[src/rtl/lockdir_pkg.sv]
`timescale 1ns/1ps
package lockdir_pkg;
  typedef enum logic [1:0] {
    DIR_IDLE = 2'b00,
    DIR_A2B  = 2'b01,
    DIR_B2A  = 2'b10
  } dir_t;

  typedef enum logic [2:0] {
    ST_IDLE     = 3'd0,
    ST_FWD_AB   = 3'd1,
    ST_FWD_BA   = 3'd2,
    ST_HOLD_AB  = 3'd3,
    ST_HOLD_BA  = 3'd4
  } chan_st_t;
endpackage

[src/rtl/lockdir_sync.sv]
`timescale 1ns/1ps
module lockdir_sync #(
  parameter int WIDTH  = 4,
  parameter int STAGES = 2
) (
  input  logic             clk,
  input  logic             rst_n,
  input  logic [WIDTH-1:0] d_in,
  output logic [WIDTH-1:0] d_out
);
  logic [STAGES-1:0][WIDTH-1:0] chain_q;

  // idle bus level is high, so the chain resets to ones
  always_ff @(posedge clk or negedge rst_n) begin
    if (!rst_n) chain_q[0] <= '1;
    else        chain_q[0] <= d_in;
  end

  for (genvar s = 1; s < STAGES; s++) begin : g_stage
    always_ff @(posedge clk or negedge rst_n) begin
      if (!rst_n) chain_q[s] <= '1;
      else        chain_q[s] <= chain_q[s-1];
    end
  end

  assign d_out = chain_q[STAGES-1];
endmodule

[src/rtl/lockdir_chan.sv]
`timescale 1ns/1ps
module lockdir_chan
  import lockdir_pkg::*;
#(
  parameter int HOLD_CYCLES = 4,
  localparam int CW = $clog2(HOLD_CYCLES + 1)
) (
  input  logic       clk,
  input  logic       rst_n,
  input  logic       en,
  input  logic       a_low,
  input  logic       b_low,
  output logic       a_pull,
  output logic       b_pull,
  output logic [1:0] status
);
  chan_st_t state_q, state_d;
  logic [CW-1:0] cnt_q, cnt_d;
  logic          cnt_en;

  always_comb begin
    state_d = state_q;
    cnt_d   = cnt_q;
    cnt_en  = 1'b0;
    unique case (state_q)
      ST_IDLE: begin
        if (en && a_low)      state_d = ST_FWD_AB;   // side A wins a tie
        else if (en && b_low) state_d = ST_FWD_BA;
      end
      ST_FWD_AB: begin
        if (!en) state_d = ST_IDLE;
        else if (!a_low) begin
          state_d = ST_HOLD_AB;
          cnt_d   = CW'(HOLD_CYCLES - 1);
          cnt_en  = 1'b1;
        end
      end
      ST_FWD_BA: begin
        if (!en) state_d = ST_IDLE;
        else if (!b_low) begin
          state_d = ST_HOLD_BA;
          cnt_d   = CW'(HOLD_CYCLES - 1);
          cnt_en  = 1'b1;
        end
      end
      ST_HOLD_AB, ST_HOLD_BA: begin
        if (!en || cnt_q == '0) state_d = ST_IDLE;
        else begin
          cnt_d  = cnt_q - 1'b1;
          cnt_en = 1'b1;
        end
      end
      default: state_d = ST_IDLE;
    endcase
  end

  always_ff @(posedge clk or negedge rst_n) begin
    if (!rst_n) state_q <= ST_IDLE;
    else        state_q <= state_d;
  end

  always_ff @(posedge clk or negedge rst_n) begin
    if (!rst_n)      cnt_q <= '0;
    else if (cnt_en) cnt_q <= cnt_d;
  end

  assign b_pull = (state_q == ST_FWD_AB);
  assign a_pull = (state_q == ST_FWD_BA);

  always_comb begin
    unique case (state_q)
      ST_FWD_AB, ST_HOLD_AB: status = DIR_A2B;
      ST_FWD_BA, ST_HOLD_BA: status = DIR_B2A;
      default:               status = DIR_IDLE;
    endcase
  end
endmodule

[src/rtl/lockdir_repeater.sv]
`timescale 1ns/1ps
module lockdir_repeater #(
  parameter int NUM_CH      = 2,
  parameter int SYNC_STAGES = 2,
  parameter int HOLD_CYCLES = 4,
  localparam int SW = 2 * NUM_CH
) (
  input  logic              clk,
  input  logic              rst_n,
  input  logic              connect_en,
  input  logic [NUM_CH-1:0] a_in,
  input  logic [NUM_CH-1:0] b_in,
  output logic [NUM_CH-1:0] a_pull,
  output logic [NUM_CH-1:0] b_pull,
  output logic [SW-1:0]     dir_status
);
  logic [NUM_CH-1:0] a_s, b_s;

  lockdir_sync #(.WIDTH(SW), .STAGES(SYNC_STAGES)) u_sync (
    .clk   (clk),
    .rst_n (rst_n),
    .d_in  ({b_in, a_in}),
    .d_out ({b_s, a_s})
  );

  for (genvar i = 0; i < NUM_CH; i++) begin : g_ch
    lockdir_chan #(.HOLD_CYCLES(HOLD_CYCLES)) u_chan (
      .clk    (clk),
      .rst_n  (rst_n),
      .en     (connect_en),
      .a_low  (~a_s[i]),
      .b_low  (~b_s[i]),
      .a_pull (a_pull[i]),
      .b_pull (b_pull[i]),
      .status (dir_status[2*i +: 2])
    );
  end
endmodule

[config.mk]
export PLATFORM = sky130hd
export DESIGN_NAME = lockdir_repeater
export DESIGN_NICKNAME = d
export VERILOG_FILES = /design/src/rtl/lockdir_pkg.sv /design/src/rtl/lockdir_sync.sv /design/src/rtl/lockdir_chan.sv /design/src/rtl/lockdir_repeater.sv
export SDC_FILE = /design/constraint.sdc
export NUM_CORES = 1
export LEC_CHECK = 0
export ABC_AREA = 1
export BUFFER_PORTS_ARGS = -buffer_cell sky130_fd_sc_hd__buf_2
export CAP_MARGIN = 20
export CORE_MARGIN = 3
export CORE_UTILIZATION = 30
export DETAILED_ROUTE_END_ITERATION = 6
export GPL_TIMING_DRIVEN = 0
export SETUP_SLACK_MARGIN = 0.02
export SLEW_MARGIN = 20
export SYNTH_ARGS = -nofsm -noshare
export SYNTH_HDL_FRONTEND = slang
export SYNTH_SLANG_ARGS = --single-unit
[constraint.sdc]
create_clock -name clk -period 3.04 [get_ports clk]
set_input_delay 0.456 -clock clk [delete_from_list [all_inputs] [get_ports clk]]
set_output_delay 0.456 -clock clk [all_outputs]
set_load 0.02 [all_outputs]
=== Yosys cells after proc, flatten, opt, wreduce, memory -nomap -nowiden ===
Cells that the tools add are included.
W data, S select, Z words.

* Flip-flop bits (word level): 20
* Input port bits: 7
* Output and inout bits: 8
* Word-level logic and storage cells: 101

* Add/sub/neg operators: 2
* Equal/unequal tests: 26
* Multiplexer cells: 40
* Bitwise operators: 4
* Reductions and logical operators: 23

{| class="wikitable"
|+ Operator list
! kind !! count
|-
| $mux W3 || 22
|-
| $pmux W3 S4 || 2
|-
| $ne A2 B2 Y1 const B || 10
|-
| $pmux W3 S3 || 2
|-
| $reduce_and A7 Y1 || 2
|-
| $eq A3 B2 Y1 const B || 4
|-
| $logic_not A3 Y1 || 4
|-
| $ne A3 B3 Y1 const B || 4
|-
| $reduce_or A2 Y1 || 6
|-
| $mux W1 || 10
|-
| $pmux W2 S2 || 2
|-
| $reduce_and A4 Y1 || 2
|-
| $eq A3 B1 Y1 const B || 2
|-
| $eq A3 B3 Y1 const B || 2
|-
| $ne A3 B1 Y1 const B || 2
|-
| $pmux W1 S3 || 2
|-
| $reduce_bool A3 Y1 || 2
|-
| $sub A3 B1 Y3 const B || 2
|-
| $logic_and A1 B1 Y1 || 4
|-
| $ne A2 B1 Y1 const B || 2
|-
| $not A1 Y1 || 4
|-
| $logic_or A1 B1 Y1 || 2
|-
| $logic_not A1 Y1 || 1
|}

=== Logic depth before layout (Yosys ltp) ===
* Depth in word-level cells: 5
* Depth in mapped cells: 9
* Depth with buffers taken out: 8

=== By module ===
Synthesis repeated with hierarchy kept, for this count alone.

* Cell total of the unflattened synthesis: 182
* Area total of the unflattened synthesis: 1,286.2 µm²

{| class="wikitable"
|+ By module, submodules not included
! module !! times used !! cells each !! area an instance (µm²) !! seq. area each (µm²)
|-
| lockdir_chan || 2 || 83 || 515.5 || 150.1
|-
| lockdir_sync || 1 || 12 || 240.2 || 210.2
|-
| lockdir_repeater || 1 || 4 || 15.0 || 0.0
|}

=== Worst setup path after synthesis ===
OpenSTA, ideal clock, no wires.

* Kind: register -> output
* Start: register g_ch[1].u_chan.state_q[0]
* End: output port a_pull[1]
* Arrival time: 0.860 ns
* Required time: 2.584 ns
* Slack: 1.724 ns
* Cell stages (with the launch flop): 5
* Buffers on the path: 1
* Path through: dfrtp_1 -> inv_1 -> nand3_2 -> inv_1 -> buf_4

* Word-level cells in the longest chain between the ends: 1

{| class="wikitable"
|+ Ends and longest elaborated chain
! element !! RTL line !! source
|-
| from (decl) || lockdir_chan.sv:17 || <nowiki>chan_st_t state_q, state_d;</nowiki>
|-
| from (signal assigned) || lockdir_chan.sv:59 || <nowiki>else state_q <= state_d;</nowiki>
|-
| $eq A3 B2 Y1 || lockdir_chan.sv:68 || <nowiki>assign a_pull = (state_q == ST_FWD_BA);</nowiki>
|-
| to (decl) || lockdir_repeater.sv:13 || <nowiki>output logic [NUM_CH-1:0] a_pull,</nowiki>
|}

No other way between the ends.

=== Worst setup path after layout ===
Same ends and word-level chain as after synthesis.

==> impl_metrics.yaml <==
clock_network:
  max-clock-path-buffers: 2
  clkTransAtPathRegs_ns: 0.08
  hold_buffers: 0
  tritoncts: "yes"
  clockRootBuffer: "clkbuf_8"
  cts.sinks: 20
  h-tree-depth: 1
  insertion_delay_ns: 0.26
  ctsResizeCount: 0
  cts_setup_buffers: 0
  cts_made_buffers: 3
sta:
  slew_headroom: 0.715
  timing.final.crit_share: 0.584
  rsz0062_at_grt: "false"
  setup_viol: 0
  fin_skew_ns: 0.00988
  hold_viol_final: 0
  setup_tns_ns: 0
  fin_crit_ns: 1.78
  worst_hold_slack_ns: 0.117
  finalMaxSlewViolations: 0
  max_freq_mhz: 563
  setup_slack_ns: 1.26
  worst_pin_slew_ns: 0.427
finish:
  drive_gt1_frac: 0.324
  finalNonFillerCells: 218
  final_cell_mix: "nand2_1, inv_1, buf_2, dfrtp_1, nand3_1"
  nets: 182
  layout_commonest_cell: "nand2_1"
  design_area_sq_mm: 0.00141
  postLayoutCoreUtil: 0.372
  area_growth_pct: 16.1
  nFillCells: 401
  diodes: 0
global_routing:
  grt_max_degree: 21
  first_global_vias: 863
  grt_pass1_wl_um: 3740
  antenna_found_initial: 0
  overflow: 0
  grt_util_all_layers: 0.0931
place:
  dp_cells: 214
  pre_cts_ws_ns: 1.54
  postPlaceCellArea_sq_mm: 0.00134
  port_buffers: 13
  detailedPlacementHpwl_um: 1600
  gp_congestion: 0.795
setup_path:
  critPathMaxFanout: 6
  cp_common_cell: "inv_1"
  endpoint_kind: "output pin"
  path_class: "register to output pin"
  slowest_delay_ns: 0.44
  worstPathCellList: "inv_1 > nand3_2 > inv_1 > buf_4 > buf_2"
  slowest_stage: "dfrtp_1"
  start_kind: "register"
  cp_data_required_time_ns: 2.58
  arrival_ns: 1.32
routing:
  wl_per_cell_um: 9.30
  firstDrtPassIters: 4
  ant_nets: 0
  avgViaCountPerCell: 4.27
  num_vias: 930
  top_layer: "met4"
  drc: 0
  dr.first_iter.drc_count: 34
  wirelength_um: 2030
  wl_met2_um: 814
  dr_wl_met3_um: 105
  met1Wirelength_um: 1100
logic_synthesis:
  synth-seq-area-share: 0.419
  ys_ff_latch: 20
  synth_cell_type_count: 23
  netlist_area_sq_mm: 0.00122
  ys_warn_count: 0
  syn-instance-count: 153
  avgSynthCellArea_sq_um: 7.96
  synth_nets: 164
power_and_ir_drop:
  peakVddDrop_mv: 0.353
  power_mw: 1.47
  leakagePower_nw: 0.778
  p_per_area_mw_per_mm2: 1040
min_path:
  hp-class: "input port to asynchronous set/reset pin"
floorplan:
  die_h_um: 69.7
  die_x_um: 69.7
  io_pins: 15
  core-area_sq_mm: 0.00380
  die_area_sq_mm: 0.00486
  rows: 22
  start_util: 0.320
outcome:
  status: "finished clean"
flow_run:
  max-cap-violations: 0
-- synth_stat cells --
master	count	area, sq um
a21oi_1	1	5.00
o21ai_0	2	10.0
nand2_1	48	180
inv_2	6	22.5
ha_1	4	50.1
nand2_2	5	31.3
dfrtp_1	12	300
nor3_1	1	5.00
nand3_1	10	50.1
o31ai_1	1	7.51
dfstp_2	8	210
xor2_1	2	17.5
nor2_2	4	25.0
o21ai_1	4	20.0
a21oi_2	1	8.76
nand3_2	3	30.0
buf_4	5	37.5
nor2_1	7	26.3
nand4_1	4	25.0
inv_1	19	71.3
nand3_4	3	52.6
o21ai_2	1	8.76
nand2_4	2	22.5
-- power by group --
group          total (mW)  leakage [nW]  internal [mW]  switching, mW
clock               0.266        0.0357          0.176         0.0907
combinational       0.774         0.506          0.291          0.483
sequential          0.425         0.236          0.351         0.0738
total                1.47         0.778          0.817          0.648
-- sequential cells by signal, summed over array words and instances (netlist names) --
signal,cells
g_ch.u_chan.cnt_q,6
g_ch.u_chan.state_q,6
u_sync.chain_q,4
u_sync.d_out,4
-- routing by layer --
layer / global-route usage / vias up
li1: - / 505
met4: 0.0191 / 0
met1: 0.136 / 409
met2: 0.129 / 14
met5: 0 / -
met3: 0.0362 / 2
-- area by class of cell --
type | instances | area, sq um | share of cell area
Buffer | 5 | 37.5 | 0.0265
Clock buffer | 3 | 41.3 | 0.0292
Clock inverter | 1 | 30.0 | 0.0212
Inverter | 25 | 93.8 | 0.0664
Multi-Input combinational cell | 103 | 576 | 0.407
Sequential cell | 20 | 510 | 0.361
Tap cell | 48 | 60.1 | 0.0425
Timing Repair Buffer | 13 | 65.1 | 0.0460
-- path summary, 6_finish.rpt --
path	start	endpoint	slack [ns]	cells after the start
setup / recovery	g_ch[1].u_chan.state_q[0]	a_pull[1]	1.26	5
hold / removal	rst_n	g_ch[1].u_chan.cnt_q[1]	0.12	1
setup reg to reg	g_ch[0].u_chan.state_q[2]	g_ch[0].u_chan.state_q[1]	1.70	8
hold reg to reg	u_sync.chain_q[0]	u_sync.d_out[0]	0.35	0
max in group asynchronous	rst_n	u_sync.chain_q[3]	2.58	1
min in group clk	a_in[0]	u_sync.chain_q[0]	0.29	1
-- cell families (layout without fill, tap and decap cells) --
family	Yosys count	count (layout)	share of synthesized area
DFF	20	20	0.419
adders and majority gates	4	4	0.0411
buffers and inverters	30	47	0.108
xor gates and xnor gates	2	2	0.0144
AOI/OAI and AO/OA	10	10	0.0493
and+or+nand+nor	87	87	0.368
-- worst max-delay path, delay by kind of cell, from the launching register on --
kind | cells | cell delay [ns]
flip-flops | 1 | 0.44
buffers and inverters | 4 | 0.47
AND/OR/NAND/NOR | 1 | 0.16
Note: power is estimated with default switching activity, not from simulation.
